--- src/rtl/xarith_pkg.sv ---
package xarith_pkg;

    typedef enum logic [1:0] {
        XOP_MUL = 2'd0,
        XOP_DIV = 2'd1,
        XOP_ASR = 2'd2,
        XOP_NRM = 2'd3
    } xop_e;

    typedef enum logic [2:0] {
        ST_IDLE,
        ST_MUL,
        ST_DIV,
        ST_SHR,
        ST_NRM,
        ST_WB,
        ST_FIN
    } xstate_e;

endpackage

--- src/rtl/xarith_mul_step.sv ---
module xarith_mul_step #(
    parameter int W = 16
) (
    input  logic [W-1:0] hi_i,
    input  logic [W-1:0] lo_i,
    input  logic [W-1:0] mcand_i,
    output logic [W-1:0] hi_o,
    output logic [W-1:0] lo_o
);
    logic [W:0] sum;

    always_comb begin
        sum  = {1'b0, hi_i} + (lo_i[0] ? {1'b0, mcand_i} : '0);
        hi_o = sum[W:1];
        lo_o = {sum[0], lo_i[W-1:1]};
    end
endmodule

--- src/rtl/xarith_div_step.sv ---
module xarith_div_step #(
    parameter int W = 16
) (
    input  logic [W-1:0] rem_i,
    input  logic [W-1:0] quo_i,
    input  logic [W-1:0] dvs_i,
    output logic [W-1:0] rem_o,
    output logic [W-1:0] quo_o
);
    logic [W:0]   trial;
    logic [W-1:0] diff;
    logic         fits;

    always_comb begin
        trial = {rem_i, quo_i[W-1]};
        fits  = trial >= {1'b0, dvs_i};
        diff  = trial[W-1:0] - dvs_i;
        rem_o = fits ? diff : trial[W-1:0];
        quo_o = {quo_i[W-2:0], fits};
    end
endmodule

--- src/rtl/xarith_shift_step.sv ---
module xarith_shift_step #(
    parameter int W = 16
) (
    input  logic         left_i,
    input  logic [W-1:0] ax_i,
    input  logic [W-1:0] ay_i,
    input  logic [W-1:0] gr_i,
    output logic [W-1:0] ax_o,
    output logic [W-1:0] ay_o,
    output logic [W-1:0] gr_o,
    output logic         gr_zero_o,
    output logic         normed_o
);
    always_comb begin
        if (left_i) begin
            ax_o = {ax_i[W-2:0], ay_i[W-1]};
            ay_o = {ay_i[W-2:0], 1'b0};
        end else begin
            ax_o = {ax_i[W-1], ax_i[W-1:1]};
            ay_o = {ax_i[0], ay_i[W-1:1]};
        end
        gr_o      = gr_i + 1'b1;
        gr_zero_o = (gr_o == '0);
        normed_o  = ax_i[W-1] != ax_i[W-2];
    end
endmodule

--- src/rtl/xarith_seq.sv ---
module xarith_seq
    import xarith_pkg::*;
#(
    parameter int W           = 16,
    parameter int SHIFT_LIMIT = 32
) (
    input  logic         clk,
    input  logic         rst_n,
    input  logic         cmd_valid,
    input  logic [1:0]   cmd_op,
    output logic         busy,
    output logic         done,
    input  logic [W-1:0] ax_in,
    input  logic [W-1:0] ay_in,
    input  logic [W-1:0] gr_in,
    input  logic         link_in,
    output logic         wr_en,
    output logic [W-1:0] ax_out,
    output logic [W-1:0] ay_out,
    output logic [W-1:0] gr_out,
    output logic         link_out
);
    localparam int CNT_MAX = (SHIFT_LIMIT > W) ? SHIFT_LIMIT : W;
    localparam int CW      = $clog2(CNT_MAX) + 1;
    localparam logic [CW-1:0] LAST_MD  = CW'(W - 1);
    localparam logic [CW-1:0] LAST_SHR = CW'(SHIFT_LIMIT - 1);

    xstate_e       state_q, state_d;
    logic [W-1:0]  ax_q, ay_q, gr_q, opnd_q;
    logic          lnk_q;
    logic [CW-1:0] cnt_q;

    logic          accept, div_fault, nrm_zero;
    xop_e          op_in;
    logic [W-1:0]  mul_hi, mul_lo, div_rem, div_quo;
    logic [W-1:0]  sh_ax, sh_ay, sh_gr;
    logic          sh_gr_zero, sh_normed;

    assign op_in     = xop_e'(cmd_op);
    assign accept    = cmd_valid && (state_q == ST_IDLE || state_q == ST_FIN);
    assign div_fault = (ay_in == '0) || (ax_in >= ay_in);
    assign nrm_zero  = (ax_in == '0) && (ay_in == '0);

    xarith_mul_step #(.W(W)) u_mul (
        .hi_i(ax_q), .lo_i(gr_q), .mcand_i(opnd_q),
        .hi_o(mul_hi), .lo_o(mul_lo)
    );

    xarith_div_step #(.W(W)) u_div (
        .rem_i(ax_q), .quo_i(gr_q), .dvs_i(opnd_q),
        .rem_o(div_rem), .quo_o(div_quo)
    );

    xarith_shift_step #(.W(W)) u_shf (
        .left_i(state_q == ST_NRM),
        .ax_i(ax_q), .ay_i(ay_q), .gr_i(gr_q),
        .ax_o(sh_ax), .ay_o(sh_ay), .gr_o(sh_gr),
        .gr_zero_o(sh_gr_zero), .normed_o(sh_normed)
    );

    // state register
    always_ff @(posedge clk or negedge rst_n) begin
        if (!rst_n) state_q <= ST_IDLE;
        else        state_q <= state_d;
    end

    // next state
    always_comb begin
        state_d = state_q;
        unique case (state_q)
            ST_IDLE, ST_FIN: begin
                state_d = ST_IDLE;
                if (accept) begin
                    unique case (op_in)
                        XOP_MUL: state_d = ST_MUL;
                        XOP_DIV: state_d = div_fault ? ST_WB : ST_DIV;
                        XOP_ASR: state_d = ST_SHR;
                        XOP_NRM: state_d = nrm_zero ? ST_WB : ST_NRM;
                        default: state_d = ST_IDLE;
                    endcase
                end
            end
            ST_MUL, ST_DIV: if (cnt_q == LAST_MD) state_d = ST_WB;
            ST_SHR: if (sh_gr_zero || cnt_q == LAST_SHR) state_d = ST_WB;
            ST_NRM: if (sh_normed) state_d = ST_WB;
            ST_WB:   state_d = ST_FIN;
            default: state_d = ST_IDLE;
        endcase
    end

    // working registers
    always_ff @(posedge clk or negedge rst_n) begin
        if (!rst_n) begin
            ax_q   <= '0;
            ay_q   <= '0;
            gr_q   <= '0;
            opnd_q <= '0;
            lnk_q  <= 1'b0;
            cnt_q  <= '0;
        end else if (accept) begin
            cnt_q  <= '0;
            ax_q   <= ax_in;
            ay_q   <= ay_in;
            gr_q   <= gr_in;
            opnd_q <= ay_in;
            lnk_q  <= link_in;
            unique case (op_in)
                XOP_MUL: begin
                    ax_q   <= '0;
                    gr_q   <= ay_in;
                    opnd_q <= ax_in;
                end
                XOP_DIV: lnk_q <= div_fault;
                XOP_ASR: lnk_q <= ax_in[W-1];
                default: ;
            endcase
        end else begin
            unique case (state_q)
                ST_MUL: begin
                    ax_q  <= mul_hi;
                    gr_q  <= mul_lo;
                    cnt_q <= cnt_q + 1'b1;
                end
                ST_DIV: begin
                    ax_q  <= div_rem;
                    gr_q  <= div_quo;
                    cnt_q <= cnt_q + 1'b1;
                end
                ST_SHR: begin
                    ax_q  <= sh_ax;
                    ay_q  <= sh_ay;
                    gr_q  <= sh_gr;
                    cnt_q <= cnt_q + 1'b1;
                end
                ST_NRM: if (!sh_normed) begin
                    ax_q  <= sh_ax;
                    ay_q  <= sh_ay;
                    gr_q  <= sh_gr;
                    cnt_q <= cnt_q + 1'b1;
                end
                default: ;
            endcase
        end
    end

    // outputs
    always_comb begin
        busy     = (state_q != ST_IDLE) && (state_q != ST_FIN);
        wr_en    = (state_q == ST_WB);
        done     = (state_q == ST_FIN);
        ax_out   = ax_q;
        ay_out   = ay_q;
        gr_out   = gr_q;
        link_out = lnk_q;
    end

    AST_DONE_SINGLE: assert property (@(posedge clk) disable iff (!rst_n)
        done |=> !done);
    AST_WR_THEN_DONE: assert property (@(posedge clk) disable iff (!rst_n)
        wr_en |=> done);
    AST_DIV_FAULT_LINK: assert property (@(posedge clk) disable iff (!rst_n)
        (accept && cmd_op == 2'd1 && ay_in == '0)
        |=> (wr_en && link_out && ax_out == $past(ax_in) && gr_out == $past(gr_in)));
    AST_NRM_ZERO_KEEP: assert property (@(posedge clk) disable iff (!rst_n)
        (accept && cmd_op == 2'd3 && ax_in == '0 && ay_in == '0)
        |=> (wr_en && ax_out == '0 && ay_out == '0 && gr_out == $past(gr_in)));
    AST_ASR_LINK_SIGN: assert property (@(posedge clk) disable iff (!rst_n)
        (accept && cmd_op == 2'd2) |=> (link_out == $past(ax_in[W-1])));
    AST_SHR_BOUND: assert property (@(posedge clk) disable iff (!rst_n)
        (state_q == ST_SHR) |-> (cnt_q <= LAST_SHR));
    AST_BUSY_IGNORES: assert property (@(posedge clk) disable iff (!rst_n)
        (busy && !wr_en) |=> $stable(opnd_q));

endmodule

--- config.mk ---
export PLATFORM = sky130hd
export DESIGN_NAME = xarith_seq
export DESIGN_NICKNAME = d
export VERILOG_FILES = /design/src/rtl/xarith_pkg.sv /design/src/rtl/xarith_mul_step.sv /design/src/rtl/xarith_div_step.sv /design/src/rtl/xarith_shift_step.sv /design/src/rtl/xarith_seq.sv
export SDC_FILE = /design/constraint.sdc
export NUM_CORES = 1
export LEC_CHECK = 0
export ABC_AREA = 1
export CAP_MARGIN = 30
export CELL_PAD_IN_SITES_DETAIL_PLACEMENT = 2
export CELL_PAD_IN_SITES_GLOBAL_PLACEMENT = 2
export CORE_MARGIN = 1.5
export CORE_UTILIZATION = 30
export CTS_CLUSTER_SIZE = 28
export DETAILED_ROUTE_END_ITERATION = 7
export PLACE_DENSITY = 0.85
export SLEW_MARGIN = 20
export SYNTH_ARGS = -nofsm -noshare
export SYNTH_HDL_FRONTEND = slang
export SYNTH_HIERARCHICAL = 1
export SYNTH_SLANG_ARGS = --single-unit
--- constraint.sdc ---
create_clock -name clk -period 2.95 [get_ports clk]
set_clock_uncertainty 0.05 [all_clocks]
set_input_delay 0.4425 -clock clk [delete_from_list [all_inputs] [get_ports clk]]
set_output_delay 0.4425 -clock clk [all_outputs]
set_load 0.01 [all_outputs]
## Word level (Yosys, flattened, before mapping)

Cells that the tools add are included.

- Output and inout port bits: 52
- Input port bits: 54
- Logic and storage cells: 80
- Register bits: 74

- Reduce and logical (&&, ||, !) cells: 22
- Magnitude comparators: 2
- $add $sub $neg: 4
- Equal/unequal tests: 17
- Multiplexer cells: 28

Operator list:

| kind | number |
|---|---|
| $mux W16 | 13 |
| $pmux W16 S4 | 2 |
| $logic_not A16 Y1 | 3 |
| $pmux W16 S2 | 1 |
| $add A16 B17 Y17 | 1 |
| $ge A17 B16 Y1 | 1 |
| $add A16 B1 Y16 const B | 1 |
| $ge A16 B16 Y1 | 1 |
| $sub A16 B16 Y16 | 1 |
| $mux W3 | 5 |
| $pmux W3 S5 | 1 |
| $mux W6 | 2 |
| $pmux W3 S4 | 1 |
| $pmux W6 S2 | 1 |
| $eq A3 B3 Y1 const B | 3 |
| $reduce_bool A3 Y1 | 3 |
| $add A6 B1 Y6 const B | 1 |
| $eq A3 B2 Y1 const B | 2 |
| $eq A6 B4 Y1 const B | 1 |
| $eq A6 B5 Y1 const B | 1 |
| $ne A2 B2 Y1 const B | 3 |
| $ne A3 B3 Y1 const B | 2 |
| $reduce_and A2 Y1 | 3 |
| $reduce_bool A5 Y1 | 1 |
| other kinds (13) | 19 |

## Logic depth before layout (Yosys ltp)

Gate-level depths: netlist (run 1).

- Word-level depth: 6
- Mapped depth: 18
- Depth with buffers taken out: 17

## Modules after synthesis

The synthesis (run 1) kept the hierarchy.

Modules (own cells, without submodules):

| module | area each (µm²) | cells an instance | seq. area each (µm²) | times used |
|---|---|---|---|---|
| xarith_seq | 4839.6 | 686 | 1851.8 | 1 |
| xarith_div_step | 1475.2 | 285 | 0.0 | 1 |
| xarith_mul_step | 1219.9 | 234 | 0.0 | 1 |
| xarith_shift_step | 844.6 | 188 | 0.0 | 1 |

## Worst setup path before layout (run 1)

Ideal clock, no wire load.

- Path kind: reg2reg
- From: reg gr_q[0] (netlist: gr_out[0])
- To: reg ax_q[11] (netlist: ax_out[11])
- Buffers on the path: 2
- Stages on the path, launching flop included: 18
- Arrival: 2.200 ns
- Slack: 0.571 ns
- Library setup time: 0.129 ns
- Required time: 2.771 ns
- Clock period less this slack: 2.379 ns
- Cells stage by stage: dfrtp_1 -> clkbuf_1 -> buf_2 -> nand2_1 -> inv_1 -> ha_1 -> fa_1 -> nand2_1 -> nand2_1 -> and2_4 -> nand3_2 -> nand3_1 -> nand2_1 -> nand2_1 -> nand2_1 -> nand3_1 -> nand2_1 -> a31oi_1

- Longest elaborated chain between the ends: 4

RTL lines:

| element | line | RTL |
|---|---|---|
| start, declared | xarith_seq.sv:29 | `logic [W-1:0] ax_q, ay_q, gr_q, opnd_q;` |
| start signal, assigned | xarith_seq.sv:104 | `gr_q <= gr_in;` |
| start signal, assigned | xarith_seq.sv:110 | `gr_q <= ay_in;` |
| start signal, assigned | xarith_seq.sv:121 | `gr_q <= mul_lo;` |
| $mux W16 | xarith_mul_step.sv:13 | `sum = {1'b0, hi_i} + (lo_i[0] ? {1'b0, mcand_i} : '0);` |
| $add A16 B17 Y17 | xarith_mul_step.sv:13 |  |
| via mul_hi[11] | xarith_seq.sv:35 | `logic [W-1:0] mul_hi, mul_lo, div_rem, div_quo;` |
| $pmux W16 S4 | xarith_seq.sv:118 | `unique case (state_q)` |
| $mux W16 | xarith_seq.sv:100 | `end else if (accept) begin` |
| end signal, assigned | xarith_seq.sv:102 | `ax_q <= ax_in;` |
| end signal, assigned | xarith_seq.sv:120 | `ax_q <= mul_hi;` |
| end signal, assigned | xarith_seq.sv:125 | `ax_q <= div_rem;` |
| end, declared | xarith_seq.sv:29 |  |

The timed path passes the listed nets, and every way through them passes these cells.
A chain may end at the register's enable or synchronous reset.

## Final worst setup path (run 1)

- From: reg gr_q[15] (netlist: gr_out[15])
- To: reg ax_q[12] (netlist: ax_out[12])

- Longest elaborated chain between the ends: 4
- Elaborated cells between the ends (all ways): 5
- Classes of those cells: 1 x add/sub; 1 x order compare; 3 x mux

RTL lines:

| element | line | RTL |
|---|---|---|
| $sub A16 B16 Y16 or $ge A17 B16 Y1 (tied branches) | xarith_div_step.sv:17, xarith_div_step.sv:16 |  |
| $mux W16 (*) | xarith_div_step.sv:18 | `rem_o = fits ? diff : trial[W-1:0];` |
| via div_rem[12] | xarith_seq.sv:35 |  |
| $pmux W16 S4 (*) | xarith_seq.sv:118 |  |
| $mux W16 (*) | xarith_seq.sv:100 |  |

Mark *: on every way through the listed nets, which the timed path passes. The rest lies on a longest branch.

==> flow_metrics.env, run 1 <==
export IMPL_irDropWorstVdd_mv=0.440
export IMPL_cp_common_cell="nand2_1"
export IMPL_root_buffer="clkbuf_16"
export IMPL_fmax_ghz=0.364
export IMPL_top_layer_used="met4"
export IMPL_rows=60
export IMPL_worstPathArrival_ns=2.92
export IMPL_async_flop_share_pct=100
export IMPL_finalSetupViolCount=0
export IMPL_dieArea_um2=28900
export IMPL_port_buffers=105
export IMPL_viasPerCell=5.30
export IMPL_synth_area_per_cell_um2=6.02
export IMPL_syn_area_um2=8380
export IMPL_placed_cell_area_um2=9760
export IMPL_die_y_um=170
export IMPL_route_detailed_drc=0
export IMPL_period_needed_ns=2.75
export IMPL_ys_seq_area_share_pct=22.1
export IMPL_synth_flop_cell="dfrtp_1"
export IMPL_rsz0062_at_grt="no"
export IMPL_core_um2=27200
export IMPL_slew_viol_final=0
export IMPL_cp_max_fo=6
export IMPL_tightest_slew_ns=0.718
export IMPL_clkTransAtPathRegs_ns=0.07
export IMPL_wl_met3_mm=1.40
export IMPL_synth_edff_count=0
export IMPL_grt_max_degree=46
export IMPL_path_class="reg -> reg"
export IMPL_slowest_delay_ns=0.47
export IMPL_first_pass_iters=5
export IMPL_groute_usage_overall_pct=28.0
export IMPL_pwr_density_cell_nw_per_um2=1520
export IMPL_max_slew_margin_rel_pct=52.1
export IMPL_multi_input_area_um2=5320
export IMPL_gp_congestion=0.874
export IMPL_nets=1584
export IMPL_htree_levels=3
export IMPL_num_vias=9808
export IMPL_met1_length_mm=17.5
export IMPL_num_io_pins=106
export IMPL_leakagePower_uw=0.00527
export IMPL_met2WireLength_mm=19.5
export IMPL_ctsLongestPathBuffers=2
export IMPL_start_util_pct=30.8
export IMPL_drt_wl_total_mm=39.7
export IMPL_overflow=0
export IMPL_syn_inst=1393
export IMPL_cp_slowest_cell="fa_1"
export IMPL_synth_nets=1504
export IMPL_syn2layout_area_growth_pct=20.6
export IMPL_layout_drive_gt1_share_pct=8.46
export IMPL_finalWorstSetupSlack_ns=0.201
export IMPL_antenna_cells=0
export IMPL_cp_start_kind="flop"
export IMPL_crit_chain="inv_1 -> ha_1 -> fa_1 -> o21bai_1 -> nand2_1 -> nand3_1 -> nand2_1 -> nand3_2 -> nand2_1 -> a22oi_1 -> nand2_1 -> nand2_1 -> a31oi_1"
export IMPL_ant_nets=0
export IMPL_insertion_delay_ns=0.36
export IMPL_status="completed"
export IMPL_grt_pass1_vias=10700
export IMPL_antenna_found_initial=0
export IMPL_drtIter0Drc=582
export IMPL_final_common_cell="nand2_1"
export IMPL_fin_area_um2=10100
export IMPL_grt_pass1_wl_mm=61.7
export IMPL_die_x_um=170
export IMPL_crit_path_end_kind="flop"
export IMPL_cts_made_buffers=9
export IMPL_drv_cap=0
export IMPL_ys_warn_count=6
export IMPL_place_ws_ns=0.199
export IMPL_required_ns=3.13
export IMPL_ff_latch_area_um2=1850
export IMPL_hold_path_class="in -> async"
export IMPL_hold_viol=0
export IMPL_synth_cell_types=45
export IMPL_timing_final_crit_share_pct=93.2
export IMPL_post_dp_hpwl_mm=30.2
export IMPL_final_cell_mix="nand2_1, inv_1, nor2_1"
export IMPL_ys_ff_latch=74
export IMPL_finalSetupTns_ns=0
export IMPL_hold_worst_slack_ns=0.0746
export IMPL_total_power_uw=15300
export IMPL_n_fill_cell=3403
export IMPL_wl_per_cell_um=21.5
export IMPL_cts_tree="yes"
export IMPL_clkSinkCount=74
export IMPL_post_cts_buffers=0
cell families (layout without fill, tap and decap cells):
logic type,count (synthesis),after routing,share of synthesized area [%]
AND/OR/NAND/NOR,757,757,38.2
AO/OA/AOI/OAI,213,213,14.5
buffers and inverters,273,357,14.5
XOR/XNOR,19,19,1.99
flip-flops,74,74,22.1
adder cells (fa/ha/maj),57,57,8.69
final cells by class:
class	count	area share, %
well taps	372	4.60
clock inverters	6	1.14
inverters	194	7.20
repair buffers	148	13.9
multi-input cells	1046	52.6
clock buffers	9	2.23
flip-flops and latches	74	18.3
flip-flops by register name, summed over array words and instances (netlist names):
signal    cells
ax_out       16
ay_out       16
cnt_q         6
gr_out       16
link_out      1
opnd_q       16
state_q       3
repair_timing:
item / 4_1_cts / 5_1_grt
hold buffers: 0 / 0
setup endpoints to repair: 0 / 3
resized for setup: 0 / 2
power by group:
part | switching, uW | total (uW) | internal [uW] | leakage, uW
clock | 512 | 1340 | 828 | 0.000162
combinational | 7680 | 11700 | 4000 | 0.00421
sequential | 754 | 2300 | 1550 | 0.000893
final timing paths:
check	end	from	cells after the start	slack (ns)
worst min-delay path	gr_out[11]$_DFFE_PN0P_	rst_n	1	0.07
worst min register to register	ay_out[5]$_DFFE_PN0P_	ay_out[5]$_DFFE_PN0P_	2	0.49
min in group clk	ay_out[5]$_DFFE_PN0P_	ay_out[5]$_DFFE_PN0P_	2	0.49
max in group asynchronous	ax_out[4]$_DFFE_PN0P_	rst_n	2	2.11
worst max register to register	ax_out[12]$_DFFE_PN0P_	gr_out[15]$_DFFE_PN0P_	13	0.20
worst max-delay path	ax_out[12]$_DFFE_PN0P_	gr_out[15]$_DFFE_PN0P_	13	0.20
cells in the mapped netlist, types with 2 or more instances:
master,count,area [um^2]
and2_1,2,12.5
nand3_1,55,275
clkbuf_1,22,82.6
xor2_1,15,131
or2_2,2,12.5
a21oi_1,58,290
o211ai_1,24,180
a22oi_1,18,135
buf_2,17,85.1
nand2_1,498,1870
nand3b_1,7,52.6
buf_4,37,278
or2_1,2,12.5
nor2_2,6,37.5
nor2_4,4,45.0
nor3_2,3,30.0
nor3_1,11,55.1
dfrtp_1,74,1850
nand4_1,11,68.8
nand2_2,24,150
inv_1,182,683
buf_6,2,22.5
nand3_2,8,80.1
nor2_1,119,447
o21ai_1,5,25.0
xnor2_1,4,35.0
fa_1,2,40.0
ha_1,55,688
inv_2,12,45.0
o21ai_0,80,400
a31oi_1,20,125
critical path, delay by kind of cell, from the launching register on:
kind / cells / cell delay, ns
adders and majority gates: 2 / 0.74
and+or+nand+nor: 7 / 0.64
AOI/OAI and AO/OA: 3 / 0.62
DFF: 1 / 0.46
buffers and inverters: 1 / 0.10
per-layer routing:
layer | track usage (%) | vias to the layer above
met2 | 49.4 | 248
met5 | 0 | -
met1 | 35.1 | 4949
met3 | 3.21 | 69
met4 | 10.2 | 0
li1 | - | 4542
metrics by stage:
step | utilization [%] | std cells
after global routing | 37.2 | 1849
after global placement | 35.9 | 1834
after floorplan | - | 1393
after detailed placement | 35.9 | 1834
after CTS | 37.2 | 1849
final | 37.2 | 1849
Power figures use the tool's default switching activity.
==> run 2: changes to the inputs <==
--- a/config.mk
+++ b/config.mk
@@ -5,15 +5,14 @@
 export SDC_FILE = /design/constraint.sdc
 export NUM_CORES = 1
 export LEC_CHECK = 0
-export ABC_AREA = 1
 export CAP_MARGIN = 30
 export CELL_PAD_IN_SITES_DETAIL_PLACEMENT = 2
 export CELL_PAD_IN_SITES_GLOBAL_PLACEMENT = 2
 export CORE_MARGIN = 1.5
-export CORE_UTILIZATION = 30
+export CORE_UTILIZATION = 34
 export CTS_CLUSTER_SIZE = 28
 export DETAILED_ROUTE_END_ITERATION = 7
-export PLACE_DENSITY = 0.85
+export PLACE_DENSITY = 0.84
 export SLEW_MARGIN = 20
 export SYNTH_ARGS = -nofsm -noshare
 export SYNTH_HDL_FRONTEND = slang
==> flow_metrics.env, run 2 <==
export IMPL_status="finished with violations"
export IMPL_violations="setup timing"
export IMPL_leakagePower_uw=0.00455
export IMPL_cts_made_buffers=9
export IMPL_groute_usage_overall_pct=31.4
export IMPL_synth_edff_count=0
export IMPL_ys_seq_area_share_pct=23.1
export IMPL_fin_area_um2=10700
export IMPL_cp_slowest_cell="nor4b_1"
export IMPL_rsz0062_at_grt="yes"
export IMPL_slowest_delay_ns=0.59
export IMPL_synthMostInstantiatedCell="nand2_1"
export IMPL_required_ns=3.15
export IMPL_ctsLongestPathBuffers=2
export IMPL_syn_area_um2=8020
export IMPL_root_buffer="clkbuf_16"
export IMPL_multi_input_area_um2=5770
export IMPL_htree_levels=3
export IMPL_async_flop_share_pct=100
export IMPL_cp_start_kind="input port"
export IMPL_ant_nets=0
export IMPL_overflow=0
export IMPL_timing_final_crit_share_pct=103
export IMPL_placed_cell_area_um2=10000
export IMPL_reg2reg_slack_ns=-0.05
export IMPL_synth_flop_cell="dfrtp_1"
export IMPL_clkTransAtPathRegs_ns=0.06
export IMPL_nets=1219
export IMPL_insertion_delay_ns=0.36
export IMPL_crit_chain="clkdlybuf4s50_1 -> inv_1 -> ha_1 -> nand4_1 -> nor3_1 -> nor4b_1 -> o31ai_1 -> a211oi_1"
export IMPL_syn_inst=945
export IMPL_clkPwrFrac_pct=6.8
export IMPL_drt_wl_total_mm=40.0
export IMPL_rr_worst_depth=12
export IMPL_rows=56
export IMPL_finalSetupViolCount=11
export IMPL_period_needed_ns=3.05
export IMPL_dieArea_um2=24500
export IMPL_ff_latch_area_um2=1850
export IMPL_irDropWorstVdd_mv=0.471
export IMPL_synth_nets=1056
export IMPL_max_slew_margin_rel_pct=28.0
export IMPL_r2r_start="ax_out[0]$_DFFE_PN0P_"
export IMPL_start_util_pct=34.4
export IMPL_cp_top_family="simple AND/OR/NAND/NOR gates"
export IMPL_yosys_area_top_type="dfrtp_1"
export IMPL_hold_viol=0
export IMPL_synthDominantCellAreaShare_pct=23.1
export IMPL_p_int_uw=8050
export IMPL_ys_warn_count=6
export IMPL_worst_setup_path_endpoint="state_q[0]$_DFFE_PN0P_"
export IMPL_num_io_pins=106
export IMPL_place_ws_ns=-0.248
export IMPL_p_sw_share_pct=50.7
export IMPL_synth_area_leaders="dfrtp_1, ha_1, mux2i_1"
export IMPL_drtIter0Drc=451
export IMPL_n_fill_cell=2516
export IMPL_grt_pass1_wl_mm=57.7
export IMPL_core_um2=23300
export IMPL_r2r_end="ax_out[0]$_DFFE_PN0P_"
export IMPL_synth_cell_types=79
export IMPL_die_y_um=157
export IMPL_grt_pass1_vias=9561
export IMPL_antenna_found_initial=0
export IMPL_antenna_cells=0
export IMPL_cp_max_fo=3
export IMPL_port_buffers=105
export IMPL_synth_area_per_cell_um2=8.49
export IMPL_startpoint="ay_in[12]"
export IMPL_die_x_um=157
export IMPL_ys_ff_latch=74
export IMPL_p_switching_uw=8270
export IMPL_path_class="in -> reg"
export IMPL_wl_per_cell_um=27.9
export IMPL_cp_depth=8
export IMPL_p_seq_share_pct=13.0
export IMPL_slew_viol_final=0
export IMPL_finalWorstSetupSlack_ns=-0.102
export IMPL_final_common_cell="buf_4"
export IMPL_first_pass_iters=5
export IMPL_final_cell_mix="buf_4, clkdlybuf4s50_1, nand2_1"
export IMPL_clkSinkCount=74
export IMPL_worstPathArrival_ns=3.25
export IMPL_gp_congestion=0.887
export IMPL_crit_path_end_kind="flop"
export IMPL_hold_path_class="in -> async"
export IMPL_post_dp_hpwl_mm=28.5
export IMPL_fmax_ghz=0.328
export IMPL_cts_tree="yes"
export IMPL_yosys_top_cells_count="nand2_1, dfrtp_1, nor2_1, ha_1, mux2i_1"
export IMPL_drv_cap=0
export IMPL_layout_drive_gt1_share_pct=25.7
export IMPL_pwr_density_cell_nw_per_um2=1530
export IMPL_grt_max_degree=54
export IMPL_syn2layout_area_growth_pct=33.4
export IMPL_viasPerCell=6.05
export IMPL_tightest_slew_ns=1.08
export IMPL_route_detailed_drc=0
export IMPL_cp_num_buf_inv=2
export IMPL_num_vias=8662
export IMPL_p_comb_share_pct=80.2
run 2: changes by cell type in the layout (fill, tap and decap cells not counted), moves of 45 or more:
| cell | delta |
|---|---|
| inv_1 | -133 |
| mux2i_1 | +51 |
| buf_4 | +96 |
| nand2_1 | -411 |
| nand3_1 | -45 |
| nor2_1 | -59 |
run 2: metrics by stage:
step	utilization, %	TNS [ns]	hold slack [ns]	std cells	power [uW]
floorplan	-	0	0.0969	945	9380
global placement	43.0	-0.443	0.416	1403	12900
detailed placement	43.0	-2.74	0.418	1403	13700
CTS	44.6	-0.00307	0.0380	1420	15300
global route	45.9	-1.44	0.0505	1432	17100
finish	45.9	-0.392	0.0224	1432	16300
run 2: cell families (layout without fill, tap and decap cells):
| group | Yosys count | after routing | synth area share, % |
|---|---|---|---|
| xor+xnor | 47 | 47 | 5.13 |
| fa+ha+maj | 57 | 57 | 9.08 |
| simple gates | 275 | 275 | 18.0 |
| mux | 92 | 92 | 12.5 |
| compound gates | 253 | 253 | 23.0 |
| flops | 74 | 74 | 23.1 |
| buf+inv | 147 | 315 | 9.25 |
run 2: worst min path at each step:
| stage | from | endpoint | slack, ns | cells after the start |
|---|---|---|---|---|
| global route | rst_n | gr_out[13]$_DFFE_PN0P_ | 0.05 | 1 |
| finish | rst_n | ay_out[5]$_DFFE_PN0P_ | 0.02 | 1 |
| floorplan | rst_n | ax_out[0]$_DFFE_PN0P_ | 0.1 | 0 |
| global placement | rst_n | ay_out[5]$_DFFE_PN0P_ | 0.42 | 1 |
| CTS | rst_n | gr_out[13]$_DFFE_PN0P_ | 0.04 | 1 |
| detailed placement | rst_n | gr_out[13]$_DFFE_PN0P_ | 0.42 | 1 |
run 2: worst register-to-register path: stages (launching register included):
cell	delay [ns]
dfrtp_1	0.41
ha_1	0.31
nor2b_2	0.22
o21bai_4	0.09
a311oi_2	0.33
o21ai_2	0.14
o21a_4	0.29
buf_6	0.15
buf_4	0.13
mux2i_1	0.11
a22o_1	0.22
a211oi_1	0.29
o31ai_1	0.14
run 2: cell type report:
| type | count | area share (%) |
|---|---|---|
| multi-input combinational | 724 | 53.9 |
| timing repair buffer | 247 | 20.4 |
| sequential | 74 | 17.3 |
| tap | 319 | 3.73 |
| clock buffer | 10 | 2.23 |
| inverter | 51 | 1.91 |
| clock inverter | 6 | 0.398 |
| timing repair inverter | 1 | 0.0818 |
run 2: power groups by stage:
stage | clock network, uW | registers [uW] | logic, uW
finish | 1100 | 2120 | 13100
global route | 1160 | 2170 | 13800
CTS | 1110 | 2110 | 12100
detailed placement | 0 | 2090 | 11700
global placement | 0 | 2020 | 10900
floorplan | 0 | 2300 | 7080
run 2: layer usage:
layer  track usage [%]  part of all wire [%]  up-vias
met2              56.5                    51      339
li1                  -                     -     3753
met4              18.5                   5.7        0
met5                 0                     0        -
met3              3.21                   4.4      142
met1              36.0                    39     4428
run 2: repair_timing:
action | CTS | global route
gates cloned | 0 | 1
resized for setup | 22 | 41
hold buffers | 0 | 0
setup endpoints to repair | 18 | 18
pin swaps | 6 | 23
setup buffers | 1 | 11
==> run 3: changes to the inputs <==
--- a/config.mk
+++ b/config.mk
@@ -13,7 +13,6 @@
 export CTS_CLUSTER_SIZE = 28
 export DETAILED_ROUTE_END_ITERATION = 7
 export PLACE_DENSITY = 0.84
-export SLEW_MARGIN = 20
 export SYNTH_ARGS = -nofsm -noshare
 export SYNTH_HDL_FRONTEND = slang
 export SYNTH_HIERARCHICAL = 1
==> results of run 3 <==
The final DEF is identical to that of run 2; final timing and power are the same.
